$ cat src/rtl/pll_lock_detector.sv
module pll_lock_detector #(
  parameter int unsigned WIN_REF   = 8,
  parameter int unsigned FB_EXPECT = 32,
  parameter int unsigned TOL_LOCK  = 1,
  parameter int unsigned TOL_UNL   = 5,
  parameter int unsigned TMO_W     = 12
) (
  input  logic             clk,
  input  logic             rst_n,
  input  logic             ref_clk,
  input  logic             fb_clk,
  input  logic [TMO_W-1:0] ref_timeout,
  input  logic             irq_en,
  input  logic             irq_clr,
  output logic             lock,
  output logic             irq_flag,
  output logic             irq,
  output logic             ref_lost
);
  localparam int REF_W = $clog2(WIN_REF + 1);
  localparam int FB_W  = $clog2(FB_EXPECT + TOL_UNL + 2) + 1;

  logic [2:0] ref_sync, fb_sync;
  logic ref_rise, fb_rise;
  logic [TMO_W-1:0] tmo_cnt;
  logic [REF_W-1:0] ref_cnt;
  logic [FB_W-1:0]  fb_cnt, err;
  logic armed, win_end, lost_evt, restart, lock_nxt;

  always_ff @(posedge clk or negedge rst_n)
    if (!rst_n) begin
      ref_sync <= '0;
      fb_sync  <= '0;
    end else begin
      ref_sync <= {ref_sync[1:0], ref_clk};
      fb_sync  <= {fb_sync[1:0], fb_clk};
    end

  assign ref_rise = ref_sync[1] & ~ref_sync[2];
  assign fb_rise  = fb_sync[1] & ~fb_sync[2];

  assign lost_evt = !ref_rise && !ref_lost &&
                    ({1'b0, tmo_cnt} + 1'b1 == {1'b0, ref_timeout});
  assign win_end  = ref_rise && armed && (ref_cnt == REF_W'(WIN_REF - 1));
  assign restart  = ref_rise && (!armed || win_end);

  assign err = (fb_cnt >= FB_W'(FB_EXPECT)) ? fb_cnt - FB_W'(FB_EXPECT)
                                            : FB_W'(FB_EXPECT) - fb_cnt;

  always_comb begin
    lock_nxt = lock;
    if (lost_evt)
      lock_nxt = 1'b0;
    else if (win_end)
      lock_nxt = lock ? !(err > FB_W'(TOL_UNL)) : (err <= FB_W'(TOL_LOCK));
  end

  always_ff @(posedge clk or negedge rst_n)
    if (!rst_n) begin
      tmo_cnt  <= '0;
      ref_lost <= 1'b0;
      armed    <= 1'b0;
      ref_cnt  <= '0;
      fb_cnt   <= '0;
      lock     <= 1'b0;
      irq_flag <= 1'b0;
    end else begin
      if (ref_rise)               tmo_cnt <= '0;
      else if (tmo_cnt != '1)     tmo_cnt <= tmo_cnt + 1'b1;

      if (lost_evt)               ref_lost <= 1'b1;
      else if (ref_rise)          ref_lost <= 1'b0;

      if (lost_evt)               armed <= 1'b0;
      else if (ref_rise)          armed <= 1'b1;

      if (lost_evt || restart)    ref_cnt <= '0;
      else if (ref_rise)          ref_cnt <= ref_cnt + 1'b1;

      if (lost_evt)               fb_cnt <= '0;
      else if (restart)           fb_cnt <= FB_W'(fb_rise);
      else if (fb_rise && fb_cnt != '1) fb_cnt <= fb_cnt + 1'b1;

      lock <= lock_nxt;

      if (lock_nxt != lock)       irq_flag <= 1'b1;
      else if (irq_clr)           irq_flag <= 1'b0;
    end

  assign irq = irq_flag & irq_en;
endmodule


$ cat config.mk
export PLATFORM = sky130hd
export DESIGN_NAME = pll_lock_detector
export DESIGN_NICKNAME = d
export VERILOG_FILES = /design/src/rtl/pll_lock_detector.sv
export SDC_FILE = /design/constraint.sdc
export NUM_CORES = 1
export LEC_CHECK = 0
export ABC_CLOCK_PERIOD_IN_PS = 2200
export BUFFER_PORTS_ARGS = -buffer_cell sky130_fd_sc_hd__clkbuf_2
export CORE_UTILIZATION = 30
export CTS_BUF_LIST = sky130_fd_sc_hd__clkbuf_8 sky130_fd_sc_hd__clkbuf_16
export DETAILED_ROUTE_END_ITERATION = 7
export GPL_ROUTABILITY_DRIVEN = 0
export PLACE_DENSITY = 0.45
export SKIP_LAST_GASP = 1
export SLEW_MARGIN = 20
export SYNTH_ARGS = -nofsm -noshare
export SYNTH_HDL_FRONTEND = slang
export SYNTH_SLANG_ARGS = --single-unit
$ cat constraint.sdc
create_clock -name clk -period 2.2 [get_ports clk]
set_clock_uncertainty 0.1 [all_clocks]
set_input_delay 0.11 -clock clk [delete_from_list [all_inputs] [get_ports clk]]
set_output_delay 0.11 -clock clk [all_outputs]
set_load 0.1 [all_outputs]
==> Word level (Yosys, flattened, before mapping) <==
Cells that the tools add are included.
{ "totals": {"reg_bits": 33, "inputBits": 18, "wordCells": 62, "out_inout_bits": 4} }
{ "op_classes": {"n_lt_le_gt_ge": 3, "muxes": 17, "reduce_logical": 17, "addsub": 6, "bitwise_logic": 5, "eq_ne": 5} }
{ "ops": {"columns": ["cell", "count"], "rows": [
  ["2-to-1 mux 7 bit", 4],
  ["2-to-1 mux 12 bit", 2],
  ["adder 12 x 1 -> 13 bit (second input constant)", 1],
  ["== test 13 x 12 -> 1 bit", 1],
  ["adder 12 x 1 -> 12 bit (second input constant)", 1],
  ["!= test 12 bit (second input constant)", 1],
  ["2-to-1 mux 1 bit", 9],
  ["2-to-1 mux 4 bit", 2],
  ["nonzero test 2 bit", 4],
  ["adder 7 x 1 -> 7 bit (second input constant)", 1],
  ["greater-or-equal comparator 7 x 6 -> 1 bit (second input constant)", 1],
  ["greater-than comparator 7 x 3 -> 1 bit (second input constant)", 1],
  ["less-or-equal comparator 7 x 1 -> 1 bit (second input constant)", 1],
  ["!= test 7 bit (second input constant)", 1],
  ["subtractor 6 x 7 -> 7 bit (first input constant)", 1],
  ["subtractor 7 x 6 -> 7 bit (second input constant)", 1],
  ["logical AND 1 bit", 6],
  ["adder 4 x 1 -> 4 bit (second input constant)", 1],
  ["== test 4 x 3 -> 1 bit (second input constant)", 1],
  ["zero test 1 bit", 4],
  ["AND 1 bit", 3],
  ["nonzero test 3 bit", 1],
  ["logical OR 1 bit", 2],
  ["inverter 1 bit", 2],
  ["!= test 1 bit", 1]
]} }

==> Depth between registers and ports, before layout <==
{ "depth": {"ltp_word": 9, "ltp_mapped": 9, "ltp_nobuf": 8} }

==> Least setup slack after synthesis <==
OpenSTA, ideal clock, no wires.
{ "synth_timing": {"kind": "reg-to-reg", "start": "register tmo_cnt[0]", "end": "register fb_cnt[4]", "setup_ns": 0.145, "path_stages_with_launch": 9, "path_buffers": 1, "synth_period_minus_slack_ns": 2.447, "t_required_ns": 1.955, "slack_ns": -0.247, "t_arrival_ns": 2.202, "cell_sequence": "dfrtp_1 ha_1 and4_1 or4_1 nand4_1 o221ai_1 nor4_4 buf_6 nor3_1"} }
{ "synth_between": {"elab_chain_len": 4, "elab_cells_between_ends": 5, "classes_between": "add/sub: 1; eq/ne: 1; mux: 1; reduce/logical: 2"} }
{ "synth_rtl": {"columns": ["element", "line", "text"], "rows": [
  ["from (decl)", "25", "logic [TMO_W-1:0] tmo_cnt;"],
  ["from (signal assigned)", "69", "else if (tmo_cnt != '1) tmo_cnt <= tmo_cnt + 1'b1;"],
  ["adder 12 x 1 -> 13 bit (*)", "43", "({1'b0, tmo_cnt} + 1'b1 == {1'b0, ref_timeout});"],
  ["== test 13 x 12 -> 1 bit (*)", "43", null],
  ["logical AND 1 bit (*)", "42", "assign lost_evt = !ref_rise && !ref_lost &&"],
  ["nonzero test 3 bit (no source line) or 2-to-1 mux 7 bit (tied branches)", null, null],
  ["to (signal assigned)", "81", "else if (restart) fb_cnt <= FB_W'(fb_rise);"],
  ["to (signal assigned)", "82", "else if (fb_rise && fb_cnt != '1) fb_cnt <= fb_cnt + 1'b1;"],
  ["to (decl)", "27", "logic [FB_W-1:0] fb_cnt, err;"]
]} }
Mark *: on every way between the ends. The rest lies on a longest branch, timed or not.
A chain may end at the register's enable or synchronous reset.

==> Final worst setup path <==
{ "layout_timing": {"start": "register fb_cnt[6]", "end": "register irq_flag"} }
{ "layout_between": {"elab_chain_len": 9, "elab_cells_between_ends": 13, "classes_between": "add/sub: 2; order compare: 3; eq/ne: 1; mux: 5; reduce/logical: 2"} }
{ "layout_rtl": {"columns": ["element", "line", "text"], "rows": [
  ["subtractor 6 x 7 -> 7 bit (tied with other cells)", "48", ": FB_W'(FB_EXPECT) - fb_cnt;"],
  ["2-to-1 mux 7 bit (*)", "47", "assign err = (fb_cnt >= FB_W'(FB_EXPECT)) ? fb_cnt - FB_W'(FB_EXPECT)"],
  ["greater-than comparator 7 x 3 -> 1 bit", "55", "lock_nxt = lock ? !(err > FB_W'(TOL_UNL)) : (err <= FB_W'(TOL_LOCK));"],
  ["zero test 1 bit", "55", null],
  ["2-to-1 mux 1 bit (*)", "55", null],
  ["2-to-1 mux 1 bit (*)", "54", "else if (win_end)"],
  ["2-to-1 mux 1 bit (*)", "52", "if (lost_evt)"],
  ["!= test 1 bit (*)", "86", "if (lock_nxt != lock) irq_flag <= 1'b1;"],
  ["2-to-1 mux 1 bit or nonzero test 2 bit (tied branches)", null, null],
  ["to (signal assigned)", "66", "irq_flag <= 1'b0;"],
  ["to (signal assigned)", "86", null],
  ["to (signal assigned)", "87", "else if (irq_clr) irq_flag <= 1'b0;"],
  ["to (decl)", "16", "output logic irq_flag,"]
]} }
Marked as above.

==> reports/metrics.yaml <==
r2r_start: "fb_cnt[6]"
outcome: "finished, violations left"
fp.dieArea_um2: 7130
cp_data_arrival_time_ns: 2.34
cts_buffer_depth: 2
layout_commonest_cell: "buf_4"
cts.sinks: 33
die_h_um: 84.5
syn_area_per_cell_um2: 8.98
violations: "DRC, setup timing"
hold_violations: 0
rsz0062_at_grt: "true"
period_needed_ns: 2.22
gr-total-overflow: 0
holdWs_ns: 0.0408
die_w_um: 84.5
ys_warn_count: 0
critPathMaxFanout: 4
ant_nets: 0
via_per_inst: 4.96
critPathMaxStageDelay_ns: 0.49
drtIter0Drc: 100
tightest_slew_ns: 0.542
cts_tree: "done"
p_leak_nw: 1.18
p_per_area_nw_per_um2: 943
hpwl_um: 3740
start_kind: "flip-flop"
syn_inst: 227
hold_path.class: "primary input to flip-flop"
reg2reg_depth: 8
final_layout_size_suffix_gt1_share_pct: 29.7
setup_ws_ns: -0.0174
crit_start: "fb_cnt[6]"
antenna_found_initial: 0
grt_pass1_wl_um: 8480
ios: 22
root_buffer: "clkbuf_8"
peakVddDrop_v: 0.000419
tns_ns: -0.0174
cts_buffers: 5
critPathKind: "flip-flop to flip-flop"
yosysUniqueCellTypes: 44
grt_pass1_vias: 1758
final_cell_mix: "buf_4 (35), dfrtp_1 (27), nor2_1 (21), clkbuf_2 (21), a21oi_1 (18)"
clk-insertion-delay-late_ns: 0.28
antenna_cells: 0
crit_buf_inv: 2
max_slew_margin_pct: 64.0
synth_area_um2: 2040
yosysSeqAreaShare_pct: 40.5
cp-endpoint: "irq_flag"
rrSetupSlack_ns: -0.02
min_period_over_period_pct: 101
required_ns: 2.32
drv_cap: 0
crit_chain: "inv_2 -> ha_4 -> inv_2 -> or4_1 -> a32o_2 -> or3_1 -> a21oi_1 -> a211o_1"
grt_usage_pct: 15.0
slew_viol_final: 0
fmax_mhz: 451
drc_errors: 2
grt_max_degree: 24
syn_nets: 250
critPathCaptureType: "flip-flop"
crit_cells: 8
clk_pin_slew_worst_paths_ns: 0.07
min_from: "irq_clr"
setup_viol_count_final: 1
ys_ff_latch: 33
initial_core_util_pct: 31.6
crit_top_cell: "inv_2"
nNetsFinal: 308
htreeDepth: 2
routed_wl_um: 4910
rows: 29
worst_path_max_delay_cell: "or4_1"
drtPass1Iterations: 6
synthToLayoutAreaGrowth_pct: 31.7
vias: 1799
crit_family: "simple AND/OR/NAND/NOR gates"
coreArea_um2: 6460
portBuffers: 21
r2r-end: "irq_flag"
wl_per_cell_um: 13.5
==> cell type report <==
type,instances,area (um^2)
Tap cell,77,96.3
Multi-Input combinational cell,176,1180
Clock buffer,6,82.6
Timing Repair Buffer,60,418
Sequential cell,33,833
Inverter,9,33.8
Clock inverter,2,37.5
Fill cell,666,3770
==> cells by family after synthesis <==
logic type | after synthesis | synth area share [%]
AOI/OAI and AO/OA | 42 | 12.6
buffers and inverters | 18 | 3.93
xor gates and xnor gates | 26 | 11.2
DFF | 33 | 40.5
adders and majority gates | 5 | 3.07
and+or+nand+nor | 99 | 26.7
muxes | 4 | 1.96
==> per-layer routing <==
metal  up-vias  part of all wire [%]  wire (um)  GRT usage [%]
met5         -                     0          0              0
met4         0                  0.73         36           3.39
met3         4                   3.1        152           3.24
met2        33                    46       2240           23.6
met1       828                    51       2490           21.2
li1        934                     -          -              -
==> worst min path at each step <==
| stage | to | depth (start not counted) |
|---|---|---|
| 2_1_floorplan | armed | 0 |
| 3_3_place_gp | lock | 1 |
| 3_5_place_dp | lock | 1 |
| 4_1_cts | irq_flag | 3 |
| 5_1_grt | irq_flag | 3 |
| 6_report | irq_flag | 3 |
==> through the flow <==
stage | area [um^2] | utilization, % | setup WS (ns) | power (mW) | std cells
global placement | 2500 | 38.7 | 0.0128 | 1.87 | 350
floorplan | 2090 | - | -0.0938 | 1.54 | 227
global route | 2690 | 41.6 | -0.143 | 2.73 | 363
CTS | 2690 | 41.6 | -0.0153 | 2.55 | 363
detailed placement | 2500 | 38.7 | -0.00877 | 1.87 | 350
finish | 2690 | 41.6 | -0.0174 | 2.53 | 363
==> Yosys cell counts <==
library cell,count,share of area [%]
dfrtp_1,33,40
nor2_1,21,3.9
a21oi_1,18,4.4
nand2_1,17,3.1
xnor2_1,13,5.6
xor2_1,13,5.6
nor3_1,11,2.7
nand4_1,10,3.1
inv_1,9,1.7
o21ai_0,9,2.2
nand3_1,7,1.7
or3_1,7,2.1
nor2b_1,6,1.8
ha_1,5,3.1
clkbuf_1,4,0.74
mux2i_1,4,2.0
or4_1,4,1.5
nand3b_1,3,1.1
a211o_1,2,0.86
a22oi_1,2,0.74
and3_1,2,0.61
buf_2,2,0.49
clkbuf_2,2,0.49
nor3b_1,2,0.74
nor4_1,2,0.61
a211oi_1,1,0.37
a21o_1,1,0.37
a31o_2,1,0.43
a31oi_1,1,0.31
a32o_1,1,0.49
and2_1,1,0.31
and3_4,1,0.55
and4_1,1,0.43
buf_6,1,0.55
nand2b_1,1,0.31
nand3_2,1,0.49
nand4_2,1,0.61
nor4_4,1,1.0
o211a_1,1,0.49
o211ai_1,1,0.37
o21ai_1,1,0.25
o221ai_1,1,0.43
o311a_1,1,0.49
o31a_1,1,0.43
==> sequential cells by signal, indices dropped and copies added, names as in the netlist <==
| name | count |
|---|---|
| fb_sync | 3 |
| lock | 1 |
| irq_flag | 1 |
| ref_sync | 3 |
| armed | 1 |
| fb_cnt | 7 |
| ref_cnt | 4 |
| ref_lost | 1 |
| tmo_cnt | 12 |
==> repair_timing <==
action | 4_1_cts | 5_1_grt
hold buffers | 3 | 0
buffers inserted | 2 | 0
gates resized for setup | 7 | 1
hold endpoints to repair | 12 | 0
setup endpoints to repair | 14 | 15
pin swaps | 9 | 0
==> power breakdown <==
part	internal (mW)	switching, mW	total [mW]
clock network	0.368	0.235	0.603
registers	0.743	0.154	0.897
logic	0.492	0.541	1.03
==> worst register-to-register path: cells and delay by family (launching register included) <==
| family | cells | cell delay, ns |
|---|---|---|
| fa+ha+maj | 1 | 0.14 |
| simple gates | 2 | 0.86 |
| flops | 1 | 0.39 |
| buf+inv | 2 | 0.11 |
| compound gates | 3 | 0.56 |
Note: power is estimated with default switching activity, not from simulation.
